## config.mk

```make
export PLATFORM = sky130hd
export DESIGN_NAME = wdt_sentinel
export DESIGN_NICKNAME = d
export VERILOG_FILES = /design/src/rtl/wdt_pkg.sv /design/src/rtl/wdt_feed_seq.sv /design/src/rtl/wdt_countdown.sv /design/src/rtl/wdt_ctrl.sv /design/src/rtl/wdt_sentinel.sv
export SDC_FILE = /design/constraint.sdc
export NUM_CORES = 1
export LEC_CHECK = 0
export BUFFER_PORTS_ARGS = -buffer_cell sky130_fd_sc_hd__buf_2
export CELL_PAD_IN_SITES_DETAIL_PLACEMENT = 1
export CELL_PAD_IN_SITES_GLOBAL_PLACEMENT = 1
export CORE_UTILIZATION = 44
export CTS_BUF_LIST = sky130_fd_sc_hd__clkbuf_4 sky130_fd_sc_hd__clkbuf_8 sky130_fd_sc_hd__clkbuf_16
export DETAILED_ROUTE_END_ITERATION = 16
export PLACE_DENSITY = 0.87
export SYNTH_ARGS = -nofsm -noshare
export SYNTH_HDL_FRONTEND = slang
export SYNTH_SLANG_ARGS = --single-unit
export TNS_END_PERCENT = 10
```

## constraint.sdc

```tcl
create_clock -name clk_i -period 3.8 [get_ports clk_i]
set_input_delay 0.38 -clock clk_i [delete_from_list [all_inputs] [get_ports clk_i]]
set_output_delay 0.38 -clock clk_i [all_outputs]
set_load 0.05 [all_outputs]
```

## src/rtl/wdt_pkg.sv

```systemverilog
package wdt_pkg;

    localparam int ADDR_W = 2;
    localparam int DATA_W = 32;

    // Feed keys, compared against the full write word
    localparam logic [DATA_W-1:0] KEY_FIRST  = 32'h0000_00AA;
    localparam logic [DATA_W-1:0] KEY_SECOND = 32'h0000_0055;

    typedef enum logic [ADDR_W-1:0] {
        REG_CTRL   = 2'd0,
        REG_RELOAD = 2'd1,
        REG_FEED   = 2'd2,
        REG_COUNT  = 2'd3
    } reg_addr_e;

    // Control register bit positions
    localparam int B_ARM  = 0;
    localparam int B_RSEL = 1;
    localparam int B_IRQ  = 2;
    localparam int B_WDF  = 3;
    localparam int B_RUN  = 4;

    typedef enum logic {
        FEED_IDLE = 1'b0,
        FEED_HALF = 1'b1
    } feed_state_e;

    typedef struct packed {
        logic arm;
        logic rsel;
        logic run;
        logic irq;
        logic wdf;
    } ctrl_state_t;

    function automatic logic [DATA_W-1:0] pack_ctrl(input ctrl_state_t s);
        logic [DATA_W-1:0] v;
        v         = '0;
        v[B_ARM]  = s.arm;
        v[B_RSEL] = s.rsel;
        v[B_IRQ]  = s.irq;
        v[B_WDF]  = s.wdf;
        v[B_RUN]  = s.run;
        return v;
    endfunction

endpackage

```

## src/rtl/wdt_feed_seq.sv

```systemverilog
module wdt_feed_seq
    import wdt_pkg::*;
(
    input  logic              clk_i,
    input  logic              rst_i,
    input  logic              sel_i,
    input  logic              wr_i,
    input  logic [ADDR_W-1:0] addr_i,
    input  logic [DATA_W-1:0] wdata_i,
    output logic              feed_ok_o,
    output logic              feed_bad_o
);

    feed_state_e st_q, st_d;
    logic        feed_wr;

    always_comb begin
        feed_wr    = sel_i && wr_i && (reg_addr_e'(addr_i) == REG_FEED);
        st_d       = st_q;
        feed_ok_o  = 1'b0;
        feed_bad_o = 1'b0;
        if (sel_i) begin
            if (st_q == FEED_HALF) begin
                // any access closes the pair, good or bad
                st_d = FEED_IDLE;
                if (feed_wr && wdata_i == KEY_SECOND) feed_ok_o  = 1'b1;
                else                                  feed_bad_o = 1'b1;
            end else if (feed_wr) begin
                if (wdata_i == KEY_FIRST) st_d       = FEED_HALF;
                else                      feed_bad_o = 1'b1;
            end
        end
    end

    always_ff @(posedge clk_i) begin
        if (rst_i) st_q <= FEED_IDLE;
        else       st_q <= st_d;
    end

endmodule

```

## src/rtl/wdt_countdown.sv

```systemverilog
module wdt_countdown #(
    parameter int CNT_W   = 32,
    parameter int PRE_DIV = 4
) (
    input  logic             clk_i,
    input  logic             rst_i,
    input  logic             load_i,
    input  logic [CNT_W-1:0] reload_i,
    input  logic             run_i,
    input  logic             halt_i,
    output logic [CNT_W-1:0] count_o,
    output logic             expire_o
);

    localparam int PRE_W = (PRE_DIV > 1) ? $clog2(PRE_DIV) : 1;
    localparam logic [PRE_W-1:0] PRE_LAST = PRE_W'(PRE_DIV - 1);

    logic [PRE_W-1:0] pre_q;
    logic [CNT_W-1:0] cnt_q;
    logic             active, tick;

    always_comb begin
        active   = run_i && !halt_i;
        tick     = active && (pre_q == PRE_LAST);
        expire_o = tick && (cnt_q == '0);
        count_o  = cnt_q;
    end

    always_ff @(posedge clk_i) begin
        if (rst_i) begin
            pre_q <= '0;
            cnt_q <= '0;
        end else if (load_i) begin
            pre_q <= '0;
            cnt_q <= reload_i;
        end else if (active) begin
            pre_q <= (pre_q == PRE_LAST) ? '0 : pre_q + 1'b1;
            if (tick && cnt_q != '0) cnt_q <= cnt_q - 1'b1;
        end
    end

endmodule

```

## src/rtl/wdt_ctrl.sv

```systemverilog
module wdt_ctrl
    import wdt_pkg::*;
(
    input  logic              clk_i,
    input  logic              rst_i,
    input  logic              ctrl_we_i,
    input  logic [DATA_W-1:0] ctrl_wdata_i,
    input  logic              feed_ok_i,
    input  logic              feed_bad_i,
    input  logic              expire_i,
    output ctrl_state_t       st_o,
    output logic              load_o,
    output logic              trip_o,
    output logic              rst_req_o
);

    ctrl_state_t st_q, st_d;
    logic        req_q;

    always_comb begin
        trip_o = expire_i || (feed_bad_i && st_q.run);
        load_o = feed_ok_i && st_q.arm;
        st_d   = st_q;
        if (ctrl_we_i) begin
            st_d.arm  = st_q.arm  | ctrl_wdata_i[B_ARM];
            st_d.rsel = st_q.rsel | ctrl_wdata_i[B_RSEL];
            if (ctrl_wdata_i[B_IRQ]) st_d.irq = 1'b0;
            if (ctrl_wdata_i[B_WDF]) st_d.wdf = 1'b0;
        end
        if (load_o) st_d.run = 1'b1;
        // the watchdog event outranks every software action
        if (trip_o) begin
            st_d.arm  = 1'b0;
            st_d.rsel = 1'b0;
            st_d.run  = 1'b0;
            if (st_q.rsel) st_d.wdf = 1'b1;
            else           st_d.irq = 1'b1;
        end
    end

    always_ff @(posedge clk_i) begin
        if (rst_i) begin
            st_q  <= '0;
            req_q <= 1'b0;
        end else begin
            st_q  <= st_d;
            req_q <= trip_o && st_q.rsel;
        end
    end

    assign st_o      = st_q;
    assign rst_req_o = req_q;

endmodule

```

## src/rtl/wdt_sentinel.sv

```systemverilog
module wdt_sentinel
    import wdt_pkg::*;
#(
    parameter int                CNT_W      = 32,
    parameter int                PRE_DIV    = 4,
    parameter logic [CNT_W-1:0]  RELOAD_RST = 32'h0000_00FF
) (
    input  logic              clk_i,
    input  logic              rst_i,
    input  logic              bus_sel_i,
    input  logic              bus_wr_i,
    input  logic [ADDR_W-1:0] bus_addr_i,
    input  logic [DATA_W-1:0] bus_wdata_i,
    output logic [DATA_W-1:0] bus_rdata_o,
    input  logic              dbg_halt_i,
    output logic              rst_req_o,
    output logic              irq_o
);

    ctrl_state_t      ctrl_st;
    logic [CNT_W-1:0] reload_q, count;
    logic             feed_ok, feed_bad, expire, load, trip, ctrl_we;
    reg_addr_e        addr;

    assign addr    = reg_addr_e'(bus_addr_i);
    assign ctrl_we = bus_sel_i && bus_wr_i && (addr == REG_CTRL);

    always_ff @(posedge clk_i) begin
        if (rst_i)
            reload_q <= RELOAD_RST;
        else if (bus_sel_i && bus_wr_i && addr == REG_RELOAD)
            reload_q <= bus_wdata_i[CNT_W-1:0];
    end

    wdt_feed_seq u_feed (
        .clk_i      (clk_i),
        .rst_i      (rst_i),
        .sel_i      (bus_sel_i),
        .wr_i       (bus_wr_i),
        .addr_i     (bus_addr_i),
        .wdata_i    (bus_wdata_i),
        .feed_ok_o  (feed_ok),
        .feed_bad_o (feed_bad)
    );

    wdt_countdown #(.CNT_W(CNT_W), .PRE_DIV(PRE_DIV)) u_cnt (
        .clk_i    (clk_i),
        .rst_i    (rst_i),
        .load_i   (load),
        .reload_i (reload_q),
        .run_i    (ctrl_st.run),
        .halt_i   (dbg_halt_i),
        .count_o  (count),
        .expire_o (expire)
    );

    wdt_ctrl u_ctrl (
        .clk_i        (clk_i),
        .rst_i        (rst_i),
        .ctrl_we_i    (ctrl_we),
        .ctrl_wdata_i (bus_wdata_i),
        .feed_ok_i    (feed_ok),
        .feed_bad_i   (feed_bad),
        .expire_i     (expire),
        .st_o         (ctrl_st),
        .load_o       (load),
        .trip_o       (trip),
        .rst_req_o    (rst_req_o)
    );

    assign irq_o = ctrl_st.irq;

    always_comb begin
        bus_rdata_o = '0;
        if (bus_sel_i && !bus_wr_i) begin
            case (addr)
                REG_CTRL:   bus_rdata_o = pack_ctrl(ctrl_st);
                REG_RELOAD: bus_rdata_o = DATA_W'(reload_q);
                REG_COUNT:  bus_rdata_o = DATA_W'(count);
                default:    bus_rdata_o = '0;
            endcase
        end
    end

endmodule

```

# Yosys cells after proc, flatten, opt, wreduce, memory -nomap -nowiden
# Index checks and enable logic that the tools add are counted.
# word_totals
ff_bits	73
in_bits	39
# classes
muxes	23
add_sub_neg	2
bitwise_logic	2
reduce_logical	24
eq_ne	6
# op_table
op	count
32-bit 2-to-1 mux	4
32-bit one-hot mux with 3 select lines	1
32-bit by 7-bit == test with 1-bit output, second input constant	1
32-bit by 8-bit == test with 1-bit output, second input constant	1
32-bit logical NOT	1
32-bit nonzero test	1
32-bit by 1-bit subtractor with 32-bit output, second input constant	1
1-bit 2-to-1 mux	15
1-bit logical AND	13
2-bit == test, second input constant	3
2-bit 2-to-1 mux	3
2-bit nonzero test	2
2-bit OR reduction	2
2-bit by 1-bit adder with 2-bit output, second input constant	1
2-bit by 1-bit == test with 1-bit output, second input constant	1
1-bit logical NOT	2
2-bit logical NOT	1
1-bit bitwise OR	2
2-bit AND reduction	1
1-bit logical OR	1

# Longest topological paths before layout
# Gate-level depths: netlist (run 1).
# depth
depth_word	9
ltp_mapped	10

# By module
# Synthesis (run 1) repeated with hierarchy kept, for this count alone.
# unflattened
cells_unflattened	526
area_unflattened_um2	4503.1
# by_module_without_submodules
module	instances	cells_each	area_per_inst_um2
wdt_countdown	1	257	2125.8
wdt_sentinel	1	221	1959.4
wdt_ctrl	1	23	216.5
wdt_feed_seq	1	25	201.4

# Worst setup path before layout (run 1)
# No wires, ideal clock.
# synth_path
path_type	input to output
from	input port bus_addr_i[1]
to	output port bus_rdata_o[11]
setup_slack_ps	1164
required_ps	3420
path_buffers	3
arrival_time_ps	2256
cell_stages	5
cell_sequence	buf_2 > buf_1 > clkbuf_1 > mux2i_1 > nor2_1
# synth_between
elab_chain_cells	3
word_cells_on_any_way	5
classes_between	2 x eq/ne; 2 x mux; 1 x reduce/logical
# synth_lines
element	line	rtl
start, declared	wdt_sentinel.sv:12	input logic [ADDR_W-1:0] bus_addr_i,
2-bit == test (tied with other cells)	wdt_sentinel.sv:76	case (addr)
32-bit one-hot mux with 3 select lines *	wdt_sentinel.sv:76	
32-bit 2-to-1 mux *	wdt_sentinel.sv:75	if (bus_sel_i && !bus_wr_i) begin
end, declared	wdt_sentinel.sv:14	output logic [DATA_W-1:0] bus_rdata_o,
# Every way passes the cells marked *; elsewhere a longest branch is shown, timed or not.

# Worst setup path after layout (run 1)
# layout_path
from	register u_cnt.cnt_q[0], in the netlist u_cnt.count_o[0]
to	register u_cnt.cnt_q[4], in the netlist u_cnt.count_o[4]
# layout_between
elab_chain_cells	4
word_cells_on_any_way	8
classes_between	1 x add/sub; 3 x mux; 4 x reduce/logical
# layout_lines
element	line	rtl
start, declared	wdt_countdown.sv:19	logic [CNT_W-1:0] cnt_q;
start signal, assigned	wdt_countdown.sv:35	cnt_q <= reload_i;
start signal, assigned	wdt_countdown.sv:38	if (tick && cnt_q != '0) cnt_q <= cnt_q - 1'b1;
32-bit by 1-bit subtractor with 32-bit output or 32-bit nonzero test (tied branches)	wdt_countdown.sv:38	
32-bit 2-to-1 mux or 1-bit logical AND (tied branches)	wdt_countdown.sv:38	
32-bit 2-to-1 mux or 2-bit nonzero test (tied branches)	-	
32-bit 2-to-1 mux or 2-bit AND reduction (tied branches)	-	
# Several ways; a longest one is shown, not always the timed one. The select of a mux whose other input is x is not followed.
# A chain may end at the register's enable or synchronous reset.

==> impl_table.tex, run 1 <==
\begin{tabular}{lr}
\hline
Metric & Value \\
\hline
\multicolumn{2}{l}{\textbf{Status}} \\
Outcome & complete, no violations \\
\multicolumn{2}{l}{\textbf{Die}} \\
Die outline height & 96.2 µm \\
Count of pins on the block boundary & between 70 and 80 \\
Starting Density & 0.466 \\
Die area & slightly above 9000 µm² \\
Floorplan die width & between 90 and 100 µm \\
Site row count & 33 \\
Placeable core area & about 8400 µm² \\
\multicolumn{2}{l}{\textbf{Global route}} \\
Global Route Usage Sum & 0.280 \\
Initial antenna violation count & 0 \\
Maximum number of pins on one net before global-route repair & 37 \\
Vias in the first global route & a little under 4000 \\
GRT Residual Overflow & 0 \\
Wire length of the first global-routing pass & around 20 mm \\
\multicolumn{2}{l}{\textbf{Clock network}} \\
Clock tree buffer depth & 2 \\
Post-CTS Setup Inserts & 0 \\
Clock root buffer & sky130\_fd\_sc\_hd\_\_clkbuf\_8 \\
Clk sink count & 73 \\
Quantity of hold-fixing buffers added after cts & 0 \\
TritonCTS buffer count & 9 \\
Total of cells resized after clock tree synthesis & 0 \\
Clock slew at the register clock pins of the worst setup and hold paths & $\sim$0.08 ns \\
Worst-Skew Late Latency & about 0.35 ns \\
TritonCTS clock tree & done \\
CTS H-Tree Depth & 3 \\
\multicolumn{2}{l}{\textbf{Timing}} \\
Worst clock skew & 0.0106 ns \\
Timing-limited maximum frequency & around 0.34 GHz \\
Fin crit share & 0.769 \\
Total setup violations reported at the end of the flow & 0 \\
Setup repair after global routing missed its margin & false \\
Worst-margin pin slew & slightly above 0.8 ns \\
Slew Limit Fails & 0 \\
Total Neg Setup Slack & 0 ns \\
Worst slew slack as a fraction of its limit & 0.453 \\
Final Hold Violating Endpoints & 0 \\
Time the worst path needs with I/O delays and setup & 2.92 ns \\
\multicolumn{2}{l}{\textbf{Synthesis}} \\
Cell count after synthesis & 493 \\
Per-instance average area after synthesis & 7.92 µm² \\
Net count after synthesis & 534 \\
Synthesized area & around 3900 µm² \\
Post-synthesis cell type count & between 50 and 60 \\
Number of synthesized register bits & 73 \\
Async set or reset register ratio after synthesis & 0 \\
Seq/Total Area, Yosys & 0.374 \\
Number of warnings printed during yosys synthesis & 0 \\
Synth Flop Type & sky130\_fd\_sc\_hd\_\_dfxtp\_1 \\
Number of enable flip-flop cells after synthesis & 0 \\
\multicolumn{2}{l}{\textbf{Setup path}} \\
Chain of cells forming the critical path & inv\_1, ha\_1, or4b\_4, nor4\_4, a31o\_1, nor4b\_1, xnor2\_1, o21ai\_0 \\
Kind of start point of the critical path & flip-flop \\
Critical path start-end classification & flip-flop to flip-flop \\
Crit path capture type & flip-flop \\
Maximum net fanout on the critical path & 18 \\
Worst-path cell with the longest stage delay & sky130\_fd\_sc\_hd\_\_a31o\_1 \\
Crit path largest cell delay & just under 0.7 ns \\
Arr. time, crit path & approximately 3.1 ns \\
Required time of the critical path & between 4 and 5 ns \\
\multicolumn{2}{l}{\textbf{Detailed routing}} \\
Routed wire length per instance & 18.4 µm \\
Post-DRT Antenna Nets & 0 \\
Number of vias per cell & $\sim$5.8 \\
Overall routed net length & 12.3 mm \\
Vias after detailed routing & about 3900 \\
Remaining DRCs & 0 \\
Length of the first detailed-routing pass in iterations & 4 \\
Initial DRC Count & 157 \\
\multicolumn{2}{l}{\textbf{Placement}} \\
Placer congestion estimate & between 0.8 and 0.9 \\
Port buffer count & between 70 and 80 \\
Hpwl dp & approximately 9 mm \\
Count of placed standard cells including taps & between 600 and 700 \\
\multicolumn{2}{l}{\textbf{Power}} \\
Pwr/cell area & roughly 350 nW/µm² \\
IR Drop Worst-Case VDD & $\sim$0.00018 V \\
LEAKAGE & 1.88 nW \\
\multicolumn{2}{l}{\textbf{Cells and area}} \\
Number of fillers in the final layout & between 1000 and 1500 \\
Fraction of layout instances using a drive strength above 1 & 0.206 \\
Leading cell type in the layout, fill and taps excluded & sky130\_fd\_sc\_hd\_\_nand2\_1 \\
Area grow syn2layout & 16.4\% \\
Number of nets in the layout & around 600 \\
Number of standard cells in the final layout excluding fillers & 667 \\
Most frequent cells in the layout & 101 x sky130\_fd\_sc\_hd\_\_nand2\_1, 73 x sky130\_fd\_sc\_hd\_\_dfxtp\_1, 72 x sky130\_fd\_sc\_hd\_\_buf\_2 \\
Diodes inserted & 0 \\
\multicolumn{2}{l}{\textbf{Job}} \\
Maximum capacitance violations & 0 \\
\multicolumn{2}{l}{\textbf{Min path}} \\
Path category of the worst min-delay check & input port to flip-flop \\
\hline
\end{tabular}
==> kinds of logic after synthesis <==
| kind of cell | share of synthesized area |
|---|---|
| and+or+nand+nor | 0.306 |
| xor gates and xnor gates | 0.0628 |
| DFF | 0.374 |
| muxes | 0.0862 |
| adders and majority gates | 0.00641 |
| buffers and inverters | 0.0401 |
| AOI/OAI and AO/OA | 0.124 |
==> stage by stage <==
step	instance area [µm²]	util	worst slack [ns]	power (W)	hold WS, ns
after floorplan	3900	-	1.16	0.000867	0.438
after global placement	4320	0.515	1.08	0.000914	0.450
after detailed placement	4320	0.515	0.924	0.000917	0.463
after CTS	4540	0.542	0.894	0.00159	0.271
after global routing	4540	0.542	0.713	0.00164	0.282
final	4540	0.542	0.879	0.00159	0.272
==> layer usage <==
layer | vias to the layer above | track usage | routed length, µm
met3 | 18 | 0.0363 | 494
met5 | - | 0 | 0
met1 | 1919 | 0.345 | 5460
met4 | 0 | 0.0821 | 185
met2 | 83 | 0.504 | 6120
li1 | 1853 | - | -
==> synth_stat cells (2+ instances only) <==
cell type | number | area, µm²
sky130_fd_sc_hd__o31ai_1 | 2 | 15.0
sky130_fd_sc_hd__nor3_1 | 25 | 125
sky130_fd_sc_hd__nor2_1 | 48 | 180
sky130_fd_sc_hd__nor3b_1 | 2 | 15.0
sky130_fd_sc_hd__nand3_1 | 13 | 65.1
sky130_fd_sc_hd__a21oi_1 | 33 | 165
sky130_fd_sc_hd__buf_6 | 3 | 33.8
sky130_fd_sc_hd__mux2i_1 | 28 | 280
sky130_fd_sc_hd__a22oi_1 | 5 | 37.5
sky130_fd_sc_hd__a31oi_1 | 2 | 12.5
sky130_fd_sc_hd__xnor2_1 | 25 | 219
sky130_fd_sc_hd__dfxtp_1 | 73 | 1460
sky130_fd_sc_hd__or4_4 | 2 | 22.5
sky130_fd_sc_hd__o21ai_0 | 25 | 125
sky130_fd_sc_hd__or3_1 | 5 | 31.3
sky130_fd_sc_hd__buf_2 | 2 | 10.0
sky130_fd_sc_hd__a22o_1 | 3 | 26.3
sky130_fd_sc_hd__ha_1 | 2 | 25.0
sky130_fd_sc_hd__nand2b_1 | 4 | 25.0
sky130_fd_sc_hd__clkbuf_1 | 16 | 60.1
sky130_fd_sc_hd__and3_1 | 2 | 12.5
sky130_fd_sc_hd__nor4bb_1 | 2 | 20.0
sky130_fd_sc_hd__o21ai_1 | 5 | 25.0
sky130_fd_sc_hd__and4b_1 | 2 | 20.0
sky130_fd_sc_hd__mux2_2 | 5 | 56.3
sky130_fd_sc_hd__xor2_1 | 3 | 26.3
sky130_fd_sc_hd__nand2_1 | 101 | 379
sky130_fd_sc_hd__nand4_1 | 3 | 18.8
sky130_fd_sc_hd__nand3b_1 | 3 | 22.5
sky130_fd_sc_hd__inv_1 | 5 | 18.8
sky130_fd_sc_hd__clkbuf_2 | 2 | 10.0
sky130_fd_sc_hd__nor4_1 | 14 | 87.6
sky130_fd_sc_hd__or2_2 | 2 | 12.5
sky130_fd_sc_hd__or4_1 | 3 | 22.5
==> state kept, by name, summed over array words and instances (netlist names) <==
signal	cells
reload_q	32
u_ctrl.st_o	5
u_cnt.count_o	32
u_feed.st_q	1
u_cnt.pre_q	2
u_ctrl.rst_req_o	1
==> power breakdown <==
part	switching, W	total (W)	internal, W
logic	0.0000780	0.000120	0.0000424
clock network	0.000292	0.000686	0.000394
registers	0.00000772	0.000781	0.000773
==> critical path, delay by kind of cell, from the launching register on <==
| kind | cells | cell delay [ns] |
|---|---|---|
| adder cells (fa/ha/maj) | 1 | 0.24 |
| AO/OA/AOI/OAI | 2 | 0.80 |
| XOR/XNOR | 1 | 0.20 |
| AND/OR/NAND/NOR | 3 | 1.09 |
| flip-flops | 1 | 0.36 |
| buffers and inverters | 1 | 0.09 |
==> final timing paths <==
kind / from / slack [ns] / cells past startpoint / end
worst max register to register: u_cnt.count_o[0] / 0.88 / 8 / u_cnt.count_o[4]
worst min register to register: reload_q[26] / 0.47 / 2 / reload_q[26]
worst min-delay path: bus_wdata_i[23] / 0.27 / 3 / reload_q[23]
worst max-delay path: u_cnt.count_o[0] / 0.88 / 8 / u_cnt.count_o[4]
==> area by class of cell <==
cell class,instances,area (µm²),area share
clock inverter,5,78.8,0.0174
clock buffer,11,145,0.0319
timing repair buffer,78,418,0.0920
sequential,73,1460,0.322
inverter,5,18.8,0.00413
multi-input combinational,390,2290,0.504
tap,105,131,0.0289
(Power assumes the default switching activity.)
==> run 2: changes to the inputs <==
--- a/config.mk
+++ b/config.mk
@@ -5,13 +5,14 @@
 export SDC_FILE = /design/constraint.sdc
 export NUM_CORES = 1
 export LEC_CHECK = 0
+export ABC_AREA = 1
 export BUFFER_PORTS_ARGS = -buffer_cell sky130_fd_sc_hd__buf_2
 export CELL_PAD_IN_SITES_DETAIL_PLACEMENT = 1
 export CELL_PAD_IN_SITES_GLOBAL_PLACEMENT = 1
-export CORE_UTILIZATION = 44
+export CORE_UTILIZATION = 36
 export CTS_BUF_LIST = sky130_fd_sc_hd__clkbuf_4 sky130_fd_sc_hd__clkbuf_8 sky130_fd_sc_hd__clkbuf_16
 export DETAILED_ROUTE_END_ITERATION = 16
-export PLACE_DENSITY = 0.87
+export PLACE_DENSITY = 0.79
 export SYNTH_ARGS = -nofsm -noshare
 export SYNTH_HDL_FRONTEND = slang
 export SYNTH_SLANG_ARGS = --single-unit
==> constraint.sdc (replaced) <==
create_clock -name clk_i -period 2.6 [get_ports clk_i]
set_input_delay 0.26 -clock clk_i [delete_from_list [all_inputs] [get_ports clk_i]]
set_output_delay 0.26 -clock clk_i [all_outputs]
set_load 0.05 [all_outputs]
==> run 2 against run 1 <==
Compared with the run above: critical path depth up 4; global-route usage down 4.5 points; die area up 49%; sequential share of layout area is 6.1 points lower; register-to-register slack worse by 0.31 ns; sequential power rose by 49%; combinational power up 56%; clock power grew 100%; wire length grew 26%; critical path type unchanged.
==> impl_table.tex, run 2 <==
\begin{tabular}{lr}
\hline
Metric & Value \\
\hline
\multicolumn{2}{l}{\textbf{Status}} \\
Outcome & complete, no violations \\
\multicolumn{2}{l}{\textbf{Power}} \\
IR Drop Worst-Case VDD & 0.000316 V (+79\%) \\
LEAKAGE & 2.93 nW (+56\%) \\
Pwr/cell area & 484 nW/µm² (+39\%) \\
\multicolumn{2}{l}{\textbf{Min path}} \\
Path category of the worst min-delay check & input port to flip-flop \\
\multicolumn{2}{l}{\textbf{Detailed routing}} \\
Length of the first detailed-routing pass in iterations & 4 (unchanged) \\
Overall routed net length & 15.5 mm (+26\%) \\
Post-DRT Antenna Nets & 0 (unchanged) \\
Remaining DRCs & 0 (unchanged) \\
Initial DRC Count & 289 (+84\%) \\
Number of vias per cell & 4.98 (-14\%) \\
Routed wire length per instance & 14.8 µm (-19\%) \\
Vias after detailed routing & 5192 (+34\%) \\
\multicolumn{2}{l}{\textbf{Timing}} \\
Worst clock skew & 0.00784 ns (-0.00272 ns) \\
Total setup violations reported at the end of the flow & 0 (unchanged) \\
Worst slew slack as a fraction of its limit & 0.638 (+0.184) \\
Worst path setup slack after routing & 0.573 ns (-0.306 ns) \\
Timing-limited maximum frequency & 0.493 GHz (+44\%) \\
Time the worst path needs with I/O delays and setup & 2.03 ns (-0.894 ns) \\
Fin crit share & 0.780 (+0.0109) \\
Hold Worst Slack & 0.151 ns (-0.122 ns) \\
Final Hold Violating Endpoints & 0 (unchanged) \\
Total Neg Setup Slack & 0 ns (unchanged) \\
Slew Limit Fails & 0 (unchanged) \\
Worst-margin pin slew & 0.543 ns (-0.272 ns) \\
Setup repair after global routing missed its margin & false \\
\multicolumn{2}{l}{\textbf{Synthesis}} \\
Net count after synthesis & 843 (+58\%) \\
Arithmetic-cell share of the synthesized area counting full adders, half adders and majority gates & 0.00522 (-0.00119) \\
Synth Flop Type & sky130\_fd\_sc\_hd\_\_dfxtp\_1 \\
Number of warnings printed during yosys synthesis & 0 (unchanged) \\
Synth Area in Simple Gates & 0.431 (+0.125) \\
Synthesized area & 4790 µm² (+23\%) \\
Per-instance average area after synthesis & 5.98 µm² (-25\%) \\
Number of enable flip-flop cells after synthesis & 0 (unchanged) \\
Largest cells by area after synthesis & sky130\_fd\_sc\_hd\_\_dfxtp\_1 30\%, sky130\_fd\_sc\_hd\_\_nand2\_1 18\%, sky130\_fd\_sc\_hd\_\_nand3\_1 10\% \\
Number of synthesized register bits & 73 (unchanged) \\
Multiplexer area fraction after synthesis & 0 (-0.0862) \\
Async set or reset register ratio after synthesis & 0 (unchanged) \\
Seq/Total Area, Yosys & 0.305 (-0.0695) \\
Xor/xnor share of the synthesized area & 0.0402 (-0.0226) \\
Most used standard cell by instance count after synthesis & sky130\_fd\_sc\_hd\_\_nand2\_1 \\
Largest family of logic cells by synthesized area & simple AND/OR/NAND/NOR gates \\
Leading post-synthesis cells by instance count & 230 x sky130\_fd\_sc\_hd\_\_nand2\_1, 119 x sky130\_fd\_sc\_hd\_\_nor2\_1, 98 x sky130\_fd\_sc\_hd\_\_nand3\_1, 86 x sky130\_fd\_sc\_hd\_\_inv\_1, 73 x sky130\_fd\_sc\_hd\_\_dfxtp\_1 \\
Post-synthesis cell type count & 32 (-44\%) \\
Cell count after synthesis & 802 (+63\%) \\
Top cell type by total area after synthesis & sky130\_fd\_sc\_hd\_\_dfxtp\_1 \\
Compound-cell area share of the yosys netlist & 0.109 (-0.0158) \\
Proportion of netlist area held by the largest area contributor & 0.305 (-0.0695) \\
\multicolumn{2}{l}{\textbf{Cells and area}} \\
Number of standard cells in the final layout excluding fillers & 1042 (+56\%) \\
Diodes inserted & 0 (unchanged) \\
Core Util, Final & 0.439 (-0.103) \\
Leading cell type in the layout, fill and taps excluded & sky130\_fd\_sc\_hd\_\_nand2\_1 \\
Most frequent cells in the layout & 230 x sky130\_fd\_sc\_hd\_\_nand2\_1, 119 x sky130\_fd\_sc\_hd\_\_nor2\_1, 98 x sky130\_fd\_sc\_hd\_\_nand3\_1 \\
Number of nets in the layout & 906 (+52\%) \\
Area grow syn2layout & 17.1\% \\
Fraction of layout instances using a drive strength above 1 & 0.144 (-0.0627) \\
\multicolumn{2}{l}{\textbf{Clock network}} \\
Clk sink count & 73 (unchanged) \\
Clock root buffer & sky130\_fd\_sc\_hd\_\_clkbuf\_16 \\
Quantity of hold-fixing buffers added after cts & 0 (unchanged) \\
Post-CTS Setup Inserts & 0 (unchanged) \\
TritonCTS buffer count & 9 (unchanged) \\
Clock slew at the register clock pins of the worst setup and hold paths & 0.06 ns (-0.02 ns) \\
Clock tree buffer depth & 2 (unchanged) \\
Worst-Skew Late Latency & 0.35 ns (about the same) \\
TritonCTS clock tree & done \\
CTS H-Tree Depth & 3 (unchanged) \\
Total of cells resized after clock tree synthesis & 0 (unchanged) \\
\multicolumn{2}{l}{\textbf{Global route}} \\
GRT Residual Overflow & 0 (unchanged) \\
Maximum number of pins on one net before global-route repair & 54 (+46\%) \\
Global Route Usage Sum & 0.234 (-0.0455) \\
Wire length of the first global-routing pass & 25.6 mm (+31\%) \\
Vias in the first global route & 5135 (+31\%) \\
Initial antenna violation count & 0 (unchanged) \\
\multicolumn{2}{l}{\textbf{Setup path}} \\
Maximum net fanout on the critical path & 16 (-2) \\
Required time of the critical path & 2.84 ns (-1.18 ns) \\
Critical path start-end classification & flip-flop to flip-flop \\
Kind of start point of the critical path & flip-flop \\
Arr. time, crit path & 2.26 ns (-0.88 ns) \\
Crit path capture type & flip-flop \\
\multicolumn{2}{l}{\textbf{Die}} \\
Starting Density & 0.375 (-0.0904) \\
Site row count & 41 (+24\%) \\
Placeable core area & 12800 µm² (+52\%) \\
Die outline height & 117 µm (+22\%) \\
Count of pins on the block boundary & 73 (unchanged) \\
Floorplan die width & 117 µm (+22\%) \\
Die area & 13800 µm² (+49\%) \\
\multicolumn{2}{l}{\textbf{Placement}} \\
Count of placed standard cells including taps & 1026 (+58\%) \\
Hpwl dp & 11.6 mm (+31\%) \\
Placer congestion estimate & 0.893 (+2.3\%) \\
Port buffer count & 72 (unchanged) \\
Dpl ws & 0.595 ns (-0.329 ns) \\
\multicolumn{2}{l}{\textbf{Job}} \\
Maximum capacitance violations & 0 (unchanged) \\
\hline
\end{tabular}
==> run 2: metrics by stage <==
step / power [W] / area (µm²)
2_1_floorplan: 0.00128 / 4790
3_3_place_gp: 0.00136 / 5290
3_5_place_dp: 0.00137 / 5290
4_1_cts: 0.00274 / 5610
5_1_grt: 0.00281 / 5610
6_report: 0.00272 / 5610
==> run 2: layout make-up <==
cell class | count | area [µm²]
multi-input cells | 605 | 2800
inverters | 92 | 345
well taps | 172 | 215
flip-flops and latches | 73 | 1460
clock buffers | 11 | 246
clock inverters | 5 | 78.8
fillers | 1756 | 7160
repair buffers | 84 | 463
==> run 2: power breakdown <==
group	internal (W)	switching, W	total (W)
combinational	0.0000580	0.000129	0.000187
sequential	0.00114	0.0000182	0.00116
clock	0.000875	0.000502	0.00138
==> run 2: metal layers <==
metal | up-vias | track usage | wire (µm)
li1 | 2671 | - | -
met1 | 2404 | 0.311 | 7390
met2 | 95 | 0.374 | 6950
met3 | 22 | 0.0496 | 827
met4 | 0 | 0.0804 | 294
met5 | - | 0 | 0
==> run 2: kinds of logic after synthesis <==
logic type               Yosys count
XOR/XNOR                          22
buffers and inverters            124
AND/OR/NAND/NOR                  484
AO/OA/AOI/OAI                     97
flip-flops                        73
adder cells (fa/ha/maj)            2
==> run 2: worst paths after layout <==
path,cells past startpoint,start,slack [ns],end
worst min register to register,2,u_ctrl.st_o[0],0.47,u_ctrl.st_o[0]
worst min-delay path,3,bus_wdata_i[10],0.15,reload_q[10]
worst max-delay path,12,u_cnt.count_o[0],0.57,u_cnt.count_o[30]
worst max register to register,12,u_cnt.count_o[0],0.57,u_cnt.count_o[30]
==> run 2: critical path, cell delays in order, from the launching register on <==
cell                      delay, ns
sky130_fd_sc_hd__dfxtp_1       0.31
sky130_fd_sc_hd__inv_1         0.13
sky130_fd_sc_hd__ha_1          0.32
sky130_fd_sc_hd__nand2_2       0.11
sky130_fd_sc_hd__nor2_4        0.19
sky130_fd_sc_hd__nand3_4       0.14
sky130_fd_sc_hd__nor2_4        0.15
sky130_fd_sc_hd__nor2_4        0.11
sky130_fd_sc_hd__buf_12        0.16
sky130_fd_sc_hd__nand2_1       0.07
sky130_fd_sc_hd__nor2_1        0.04
sky130_fd_sc_hd__nor2_1        0.12
sky130_fd_sc_hd__nor2_1        0.05
